<file path="src/rtl/ntu_cycle_timer.sv">
module ntu_cycle_timer #(
  parameter int INT_W  = 16,
  parameter int FRAC_W = 3,
  parameter int RIW    = 8,
  parameter int RFW    = 8,
  parameter int CCW    = 6
) (
  input  logic                    clk_i,
  input  logic                    rst_ni,
  input  logic [RIW-1:0]          ratio_int_i,
  input  logic [RFW-1:0]          ratio_frac_i,
  input  logic                    sof_i,
  input  logic                    ref_valid_i,
  input  logic [CCW-1:0]          rx_cycle_i,
  input  logic                    master_i,
  input  logic [CCW-1:0]          cc_max_i,
  output logic [INT_W+FRAC_W-1:0] local_time_o,
  output logic [INT_W+FRAC_W-1:0] sync_mark_o,
  output logic [INT_W+FRAC_W-1:0] ref_mark_o,
  output logic [INT_W+FRAC_W-1:0] cycle_time_o,
  output logic [CCW-1:0]          cycle_cnt_o
);
  localparam int LTW = INT_W + FRAC_W;

  logic [RIW-1:0] cnt;
  logic [RIW:0]   per;
  logic [RFW-1:0] acc;
  logic [LTW-1:0] lt, sync_q, ref_q;
  logic [CCW-1:0] cc;

  wire [RFW:0] acc_sum = {1'b0, acc} + {1'b0, ratio_frac_i};
  wire [RIW:0] cnt_inc = {1'b0, cnt} + (RIW+1)'(1);
  wire         step    = cnt_inc >= per;

  always_ff @(posedge clk_i) begin
    if (!rst_ni) begin
      cnt <= '0;
      acc <= '0;
      per <= (RIW+1)'(1);
      lt  <= '0;
    end else if (step) begin
      cnt <= '0;
      acc <= acc_sum[RFW-1:0];
      per <= {1'b0, ratio_int_i} + (RIW+1)'(acc_sum[RFW]);
      lt  <= lt + LTW'(1);
    end else begin
      cnt <= cnt_inc[RIW-1:0];
    end
  end

  always_ff @(posedge clk_i) begin
    if (!rst_ni) begin
      sync_q <= '0;
      ref_q  <= '0;
      cc     <= '0;
    end else begin
      if (sof_i) sync_q <= lt;
      if (ref_valid_i) begin
        ref_q <= sync_q;
        if (!master_i)          cc <= rx_cycle_i;
        else if (cc >= cc_max_i) cc <= '0;
        else                    cc <= cc + CCW'(1);
      end
    end
  end

  assign local_time_o = lt;
  assign sync_mark_o  = sync_q;
  assign ref_mark_o   = ref_q;
  assign cycle_time_o = lt - ref_q;
  assign cycle_cnt_o  = cc;
endmodule


</file>
<file path="config.mk">
export PLATFORM = sky130hd
export DESIGN_NAME = ntu_cycle_timer
export DESIGN_NICKNAME = d
export VERILOG_FILES = /design/src/rtl/ntu_cycle_timer.sv
export SDC_FILE = /design/constraint.sdc
export NUM_CORES = 1
export LEC_CHECK = 0
export BUFFER_PORTS_ARGS = -buffer_cell sky130_fd_sc_hd__buf_2
export CELL_PAD_IN_SITES_DETAIL_PLACEMENT = 0
export CELL_PAD_IN_SITES_GLOBAL_PLACEMENT = 2
export CORE_MARGIN = 1
export CORE_UTILIZATION = 33
export DETAILED_ROUTE_END_ITERATION = 8
export MAX_ROUTING_LAYER = met4
export PLACE_DENSITY = 0.83
export SYNTH_ARGS = -nofsm -noshare
export SYNTH_HDL_FRONTEND = slang
export SYNTH_SLANG_ARGS = --single-unit
</file>
<file path="constraint.sdc">
create_clock -name clk_i -period 3.8 [get_ports clk_i]
set_clock_uncertainty 0.1 [all_clocks]
set_input_delay 0.76 -clock clk_i [delete_from_list [all_inputs] [get_ports clk_i]]
set_output_delay 0.76 -clock clk_i [all_outputs]
set_load 0.02 [all_outputs]
</file>
==> key figures, run 1 <==
Run status
  – Status: finished, final reports clean

Clocking
  – Root Driver: clkbuf_16
  – H-tree depth: 3
  – Clk Latency, worst-skew pair: approximately 0.34 ns
  – Setup repair bufs after CTS: 0
  – Clock transition at the registers of the reported paths: around 0.07 ns
  – Hold Buf Count CTS: 0
  – Clock buffer depth: 2
  – CTS Buf Count: 9
  – CTS Sinks: 88
  – Clock tree from TritonCTS: built

Final layout
  – Final core utilization: about two fifths
  – Number of fill cells: 1548
  – # diodes: 0
  – Finished Cell Area: about 6400 sq um
  – Non-filler cells, final: about 930
  – # nets final: between 700 and 800
  – Fraction of layout cells with a size suffix above 1: 22.6%
  – Syn-to-layout area delta: 22.9%

Power
  – NetSw: between 0.001 and 0.0015 W
  – Clock power share: between 20% and 30%
  – Logic pwr share: 37.0%
  – Pleak: slightly above 3 nW
  – Share of power burned in registers: 35.3%
  – Power density over the cells: 462 nW/um^2
  – Internal power: between 0.0015 and 0.002 W
  – VDD IR-drop max: 0.000318 V
  – Sw Ratio: a little over a third

Setup path
  – Setup Crit Path Kind: flop to primary output
  – Setup crit end kind: primary output
  – Crit path max fanout: 4
  – CP required: slightly below 3 ns
  – Reg2Reg Setup Slack: 0.59 ns
  – Startpoint Class: flop
  – Arr. time, crit path: 2.77 ns

STA
  – Final setup vio count: 0
  – Slew headroom: 44.2%
  – Final Hold Vio Count: 0
  – Worst slew pin tran: 0.837 ns
  – Part of the cycle the worst path needs: a little over nine tenths
  – Slew Viols, Final: 0
  – Min Tclk post-route: between 3 and 4 ns
  – RSZ-0062 raised after global routing: false
  – Fmax: roughly 0.28 GHz
  – Setup tns final: 0 ns
  – Worst Hold Slack: approximately 0.35 ns

Yosys
  – Register area share after synthesis: 33.6%
  – Number of flops mapped to enable cells by yosys: 0
  – Ys async rst share: 0%
  – Synth warn: 0
  – Post-Synthesis Cell Area: ~5200 sq um
  – Synthesized Nets: between 600 and 700
  – Predominant post-synthesis flop cell: dfxtp_1
  – Synth Register Bits: between 80 and 90
  – Distinct cells, synth: slightly above 50
  – Syn avg cell area: 8.79 sq um
  – Cell count after synthesis: around 600

Global route
  – GR Overflow Total: 0
  – Vias in the first global route: between 4000 and 5000
  – First-pass GRT wire length: between 20000 and 25000 um
  – GR Util All Layers: 16.3%
  – Largest net degree at the start of global routing: a little under 90
  – Initial antenna violation count: 0

Detailed routing
  – DR vias: between 4000 and 5000
  – Vias per cell: 4.77
  – Drt total wl: 12700 um
  – DRT antenna net count: 0
  – WL/cell: roughly 14 um
  – Detailed Routing Iterations Pass 1: 5
  – Drt initial violations: ~160
  – DR DRC count: 0

Min path
  – Hold Crit Class: flop to flop

Placement
  – Post-DP HPWL: ~9400 um
  – DP Cell Count: between 900 and 1000
  – Placed cell areas: 6090 sq um
  – I/O Buffers: ~110
  – GPL Wtd Cong: just under 0.8

Floorplanning
  – Die area: roughly 16000 sq um
  – Chip width: 128 um
  – Core Box Area: roughly 15000 sq um
  – FP Rows: 45
  – I/O Pins: between 100 and 150
  – Die height: 128 um
  – Initial core utilization: 34.1%

Job
  – Maxcap violations: 0
kinds of logic after synthesis:
family / after synthesis / share of synthesized area, %
buffers and inverters: 69 / 5.01
AOI/OAI and AO/OA: 99 / 13.2
and+or+nand+nor: 206 / 21.2
xor gates and xnor gates: 48 / 8.02
DFF: 88 / 33.6
adders and majority gates: 48 / 11.7
muxes: 38 / 7.26
worst paths after layout:
check	startpoint	end	depth (start not counted)
worst min register to register	per[1]$_SDFFE_PN0P_	per[1]$_SDFFE_PN0P_	2
worst min-delay path	per[1]$_SDFFE_PN0P_	per[1]$_SDFFE_PN0P_	2
worst max-delay path	ref_mark_o[4]$_SDFFE_PN0P_	cycle_time_o[18]	10
worst max register to register	cnt[0]$_SDFF_PP0_	per[7]$_SDFFE_PN0P_	12
power groups by stage:
stage          combinational, W  sequential, W  clock (W)
2_1_floorplan          0.000770        0.00108          0
3_3_place_gp            0.00109        0.00107          0
3_5_place_dp            0.00110        0.00107          0
4_1_cts                 0.00111        0.00105   0.000862
5_1_grt                 0.00124        0.00106   0.000898
6_report                0.00110        0.00105   0.000826
layout by cell type, fill, tap and decap left out, types with 3 or more instances in the layout:
master	n
and3_1	24
ha_2	3
o32ai_1	3
ha_1	42
nand4_1	14
mux2i_1	38
dfxtp_1	87
nor2_1	15
o21a_1	9
xnor2_1	34
nor3_1	5
nand2_1	57
o21bai_1	4
o21ai_0	15
buf_4	15
a21o_1	11
clkinvlp_4	4
o211ai_1	3
a22oi_1	3
buf_2	113
clkbuf_16	9
a31oi_1	3
nand2b_1	8
xor2_1	13
a21boi_1	11
and2_1	14
inv_1	46
nand3_1	14
a21oi_1	19
nor2b_1	45
layer usage:
| metal | wire (um) | track usage [%] | vias to the layer above |
|---|---|---|---|
| li1 | - | - | 2280 |
| met1 | 6100 | 19.9 | 2050 |
| met2 | 5900 | 26.5 | 88 |
| met3 | 523 | 3.46 | 11 |
| met4 | 143 | 5.67 | 0 |
| met5 | 0 | - | - |
synth_stat cells, types with 3 or more instances:
| master | number | share of area [%] |
|---|---|---|
| dfxtp_1 | 88 | 34 |
| nand2_1 | 57 | 4.1 |
| ha_1 | 46 | 11 |
| inv_1 | 46 | 3.3 |
| nor2b_1 | 45 | 5.4 |
| mux2i_1 | 38 | 7.3 |
| xnor2_1 | 35 | 5.8 |
| and3_1 | 24 | 2.9 |
| clkbuf_1 | 20 | 1.4 |
| a21oi_1 | 19 | 1.8 |
| nor2_1 | 15 | 1.1 |
| o21ai_0 | 15 | 1.4 |
| and2_1 | 14 | 1.7 |
| nand3_1 | 14 | 1.3 |
| nand4_1 | 14 | 1.7 |
| xor2_1 | 13 | 2.2 |
| a21boi_1 | 11 | 1.6 |
| a21o_1 | 11 | 1.6 |
| o21a_1 | 9 | 1.3 |
| nand2b_1 | 8 | 0.96 |
| nor3_1 | 5 | 0.48 |
| a31oi_1 | 4 | 0.48 |
| o21bai_1 | 4 | 0.57 |
| a22oi_1 | 3 | 0.43 |
| buf_2 | 3 | 0.29 |
| o211ai_1 | 3 | 0.43 |
| o32ai_1 | 3 | 0.50 |
state kept, by name (all words and copies together) (netlist names):
| signal | cells |
|---|---|
| per | 9 |
| local_time_o | 19 |
| cnt | 8 |
| cycle_cnt_o | 6 |
| ref_mark_o | 19 |
| acc | 8 |
| sync_mark_o | 19 |
final cells by class:
cell class	count	area (sq um)	area share (%)
clock buffer	9	225	3.50
timing repair buffer	128	678	10.5
multi-input combinational	439	3290	51.1
sequential	88	1760	27.4
tap	211	264	4.10
clock inverter	7	48.8	0.758
inverter	46	173	2.68
stage by stage:
step	power (W)	worst slack [ns]
after floorplan	0.00185	0.525
after global routing	0.00319	0.00960
final	0.00297	0.173
after CTS	0.00302	0.0206
after global placement	0.00216	0.347
after detailed placement	0.00217	0.303
critical path, cell delays in order, from the launching register on:
cell	delay (ns)
dfxtp_2	0.35
inv_1	0.05
ha_2	0.30
a21o_1	0.22
a21oi_2	0.20
nand4b_1	0.15
a31o_1	0.28
a221o_1	0.36
a31oi_4	0.20
xnor2_2	0.14
buf_4	0.17
repair_timing:
| item | CTS | global route |
|---|---|---|
| pin swaps | 0 | 6 |
| resized for setup | 4 | 9 |
| endpoints found under the hold margin | 0 | 0 |
| setup endpoints to repair | 1 | 4 |
Power figures use the tool's default switching activity.
==> inputs of run 2 (changes only) <==
==> constraint.sdc (replaced) <==
create_clock -name clk_i -period 3.9 [get_ports clk_i]
set_clock_uncertainty 0.1 [all_clocks]
set_input_delay 0.78 -clock clk_i [delete_from_list [all_inputs] [get_ports clk_i]]
set_output_delay 0.78 -clock clk_i [all_outputs]
set_load 0.02 [all_outputs]
==> run 2 against run 1 <==
  * Critical path depth up 1
  * Flip-flop and latch count unchanged
  * Via count down 0.43%
  * Total power up 2.4%
  * First-iteration DRC count up 23%
  * Largest cell class unchanged
  * Register-to-register slack better by 0.02 ns
  * Final cell count down 0.54%
  * Global-route usage up 0.14 points
==> key figures, run 2 (synthesis gave the netlist of run 1 again) <==
Floorplanning
  – Die height: 128 um (unchanged)
  – Initial core utilization: 34.1% (unchanged)
  – Die area: 16400 sq um (unchanged)
  – I/O Pins: 115 (unchanged)
  – FP Rows: 45 (unchanged)
  – Chip width: 128 um (unchanged)
  – Core Box Area: 15400 sq um (unchanged)

Placement
  – Pre-CTS setup slack: 0.304 ns (was 0.303 ns)
  – Placed cell areas: 6050 sq um (was 6090 sq um)
  – GPL Wtd Cong: 0.813 (was 0.794)
  – Post-DP HPWL: 9540 um (was 9400 um)
  – I/O Buffers: 114 (unchanged)

STA
  – Setup tns final: 0 ns (unchanged)
  – Part of the cycle the worst path needs: between 90 and 100%
  – Worst Setup Slack, final: 0.135 ns (was 0.173 ns)
  – Worst slew pin tran: 0.840 ns (was 0.837 ns)
  – Slew Viols, Final: 0 (unchanged)
  – Final Hold Vio Count: 0 (unchanged)
  – Final setup vio count: 0 (unchanged)
  – Min Tclk post-route: approximately 3.8 ns
  – Fmax: approximately 0.27 GHz
  – Slew headroom: 44.0% (was 44.2%)
  – Worst Hold Slack: 0.350 ns (was 0.351 ns)

Setup path
  – Setup Crit Path Kind: flop to primary output (unchanged)
  – CP required: 3.02 ns (was 2.94 ns)
  – Startpoint Class: flop (unchanged)
  – Arr. time, crit path: 2.88 ns (was 2.77 ns)
  – Crit path max fanout: 6 (was 4)
  – Setup crit end kind: primary output (unchanged)

Clocking
  – Root Driver: clkbuf_16 (unchanged)
  – Clock buffer depth: 2 (unchanged)
  – CTS Sinks: 88 (unchanged)
  – CTS Buf Count: 9 (unchanged)
  – Clock transition at the registers of the reported paths: 0.06 ns (was 0.07 ns)
  – Clock tree from TritonCTS: built (unchanged)
  – Clk Latency, worst-skew pair: 0.35 ns (was 0.34 ns)
  – H-tree depth: 3 (unchanged)

Final layout
  – Number of fill cells: 1561 (was 1548)
  – # nets final: 789 (was 793)
  – Syn-to-layout area delta: 22.4% (was 22.9%)
  – Final core utilization: 41.7% (was 41.9%)
  – Finished Cell Area: 6410 sq um (was 6440 sq um)
  – Fraction of layout cells with a size suffix above 1: 21.2% (was 22.6%)
  – # diodes: 0 (unchanged)
  – Most frequent cells in the layout: buf_2, dfxtp_1, nand2_1, inv_1 (was buf_2, dfxtp_1, nand2_1, inv_1, nor2b_1)
  – Commonest non-fill, non-tap cell in the layout: buf_2 (unchanged)

Job
  – Maxcap violations: 0 (unchanged)

Detailed routing
  – Detailed Routing Iterations Pass 1: 4 (was 5)
  – DR vias: 4410 (was 4429)
  – Vias per cell: 4.78 (was 4.77)
  – Drt initial violations: 195 (was 159)
  – DR DRC count: 0 (unchanged)
  – DRT antenna net count: 0 (unchanged)
  – WL/cell: 13.8 um (was 13.6 um)
  – Drt total wl: 12800 um (was 12700 um)

Power
  – Power density over the cells: 475 nW/um^2 (was 462 nW/um^2)
  – VDD IR-drop max: 0.000334 V (was 0.000318 V)
  – Pleak: 3.09 nW (was 3.08 nW)

Global route
  – Vias in the first global route: 4123 (was 4096)
  – Largest net degree at the start of global routing: 61 (was 89)
  – Initial antenna violation count: 0 (unchanged)
  – First-pass GRT wire length: 20400 um (was 20300 um)
  – GR Overflow Total: 0 (unchanged)
  – GR Util All Layers: 16.4% (was 16.3%)

Run status
  – Status: finished, final reports clean (unchanged)

Min path
  – Hold Crit Class: flop to flop (unchanged)
run 2: cell types whose count changed in the layout (fill, tap and decap cells not counted), sizes merged:
cell	before	now
buf	128	124
bufinv	0	3
clkinvlp	4	1
clkinv	3	1
clkbuf	9	10
run 2: area by class of cell:
type                       instances  area (sq um)  share of cell area [%]
tap                              211           264                    4.12
sequential                        88          1760                    27.5
clock inverter                     5           106                    1.66
timing repair buffer             124           648                    10.1
clock buffer                      10           229                    3.57
inverter                          46           173                    2.69
multi-input combinational        439          3230                    50.4
run 2: metrics by stage:
step                      total power, W  std cells
after floorplan                  0.00181        596
after global placement           0.00208        907
after detailed placement         0.00209        907
after CTS                        0.00310        922
after global routing             0.00325        923
final                            0.00304        923
run 2: metal layers:
metal	GRT usage, %	vias up	part of all wire [%]
met2	27.4	90	47
met1	19.7	2034	47
met4	4.98	0	1.2
li1	-	2276	-
met5	-	-	0
met3	3.67	10	5.2
run 2: what timing repair did:
action | 4_1_cts | 5_1_grt
endpoints found under the setup margin | 1 | 1
pin swaps | 0 | 1
gates resized for setup | 1 | 4
hold buffers | 0 | 0
setup buffers | 0 | 1
endpoints found under the hold margin | 0 | 0
run 2: path summary, 6_finish.rpt:
path | start | end | slack (ns) | depth (start not counted)
max | local_time_o[0]$_SDFFE_PN0P_ | cycle_time_o[18] | 0.14 | 11
min | per[8]$_SDFFE_PN0P_ | per[8]$_SDFFE_PN0P_ | 0.35 | 2
max reg2reg | cnt[0]$_SDFF_PP0_ | local_time_o[13]$_SDFFE_PN0P_ | 0.61 | 11
min reg2reg | per[8]$_SDFFE_PN0P_ | per[8]$_SDFFE_PN0P_ | 0.35 | 2
run 2: power by group:
part	switching [W]	total, W	internal [W]
registers	0.0000517	0.00103	0.000979
logic	0.000628	0.00103	0.000400
clock network	0.000361	0.000985	0.000624
run 2: critical path, stage by stage, from the launching register on:
cell and delay (ns):
dfxtp_2 0.34, inv_1 0.07, ha_1 0.18, fa_1 0.27, nor2b_4 0.06, o2111ai_2 0.24, nand4b_1 0.16, a31o_1 0.27
a221o_1 0.34, a31oi_2 0.22, xnor2_1 0.18, buf_4 0.19
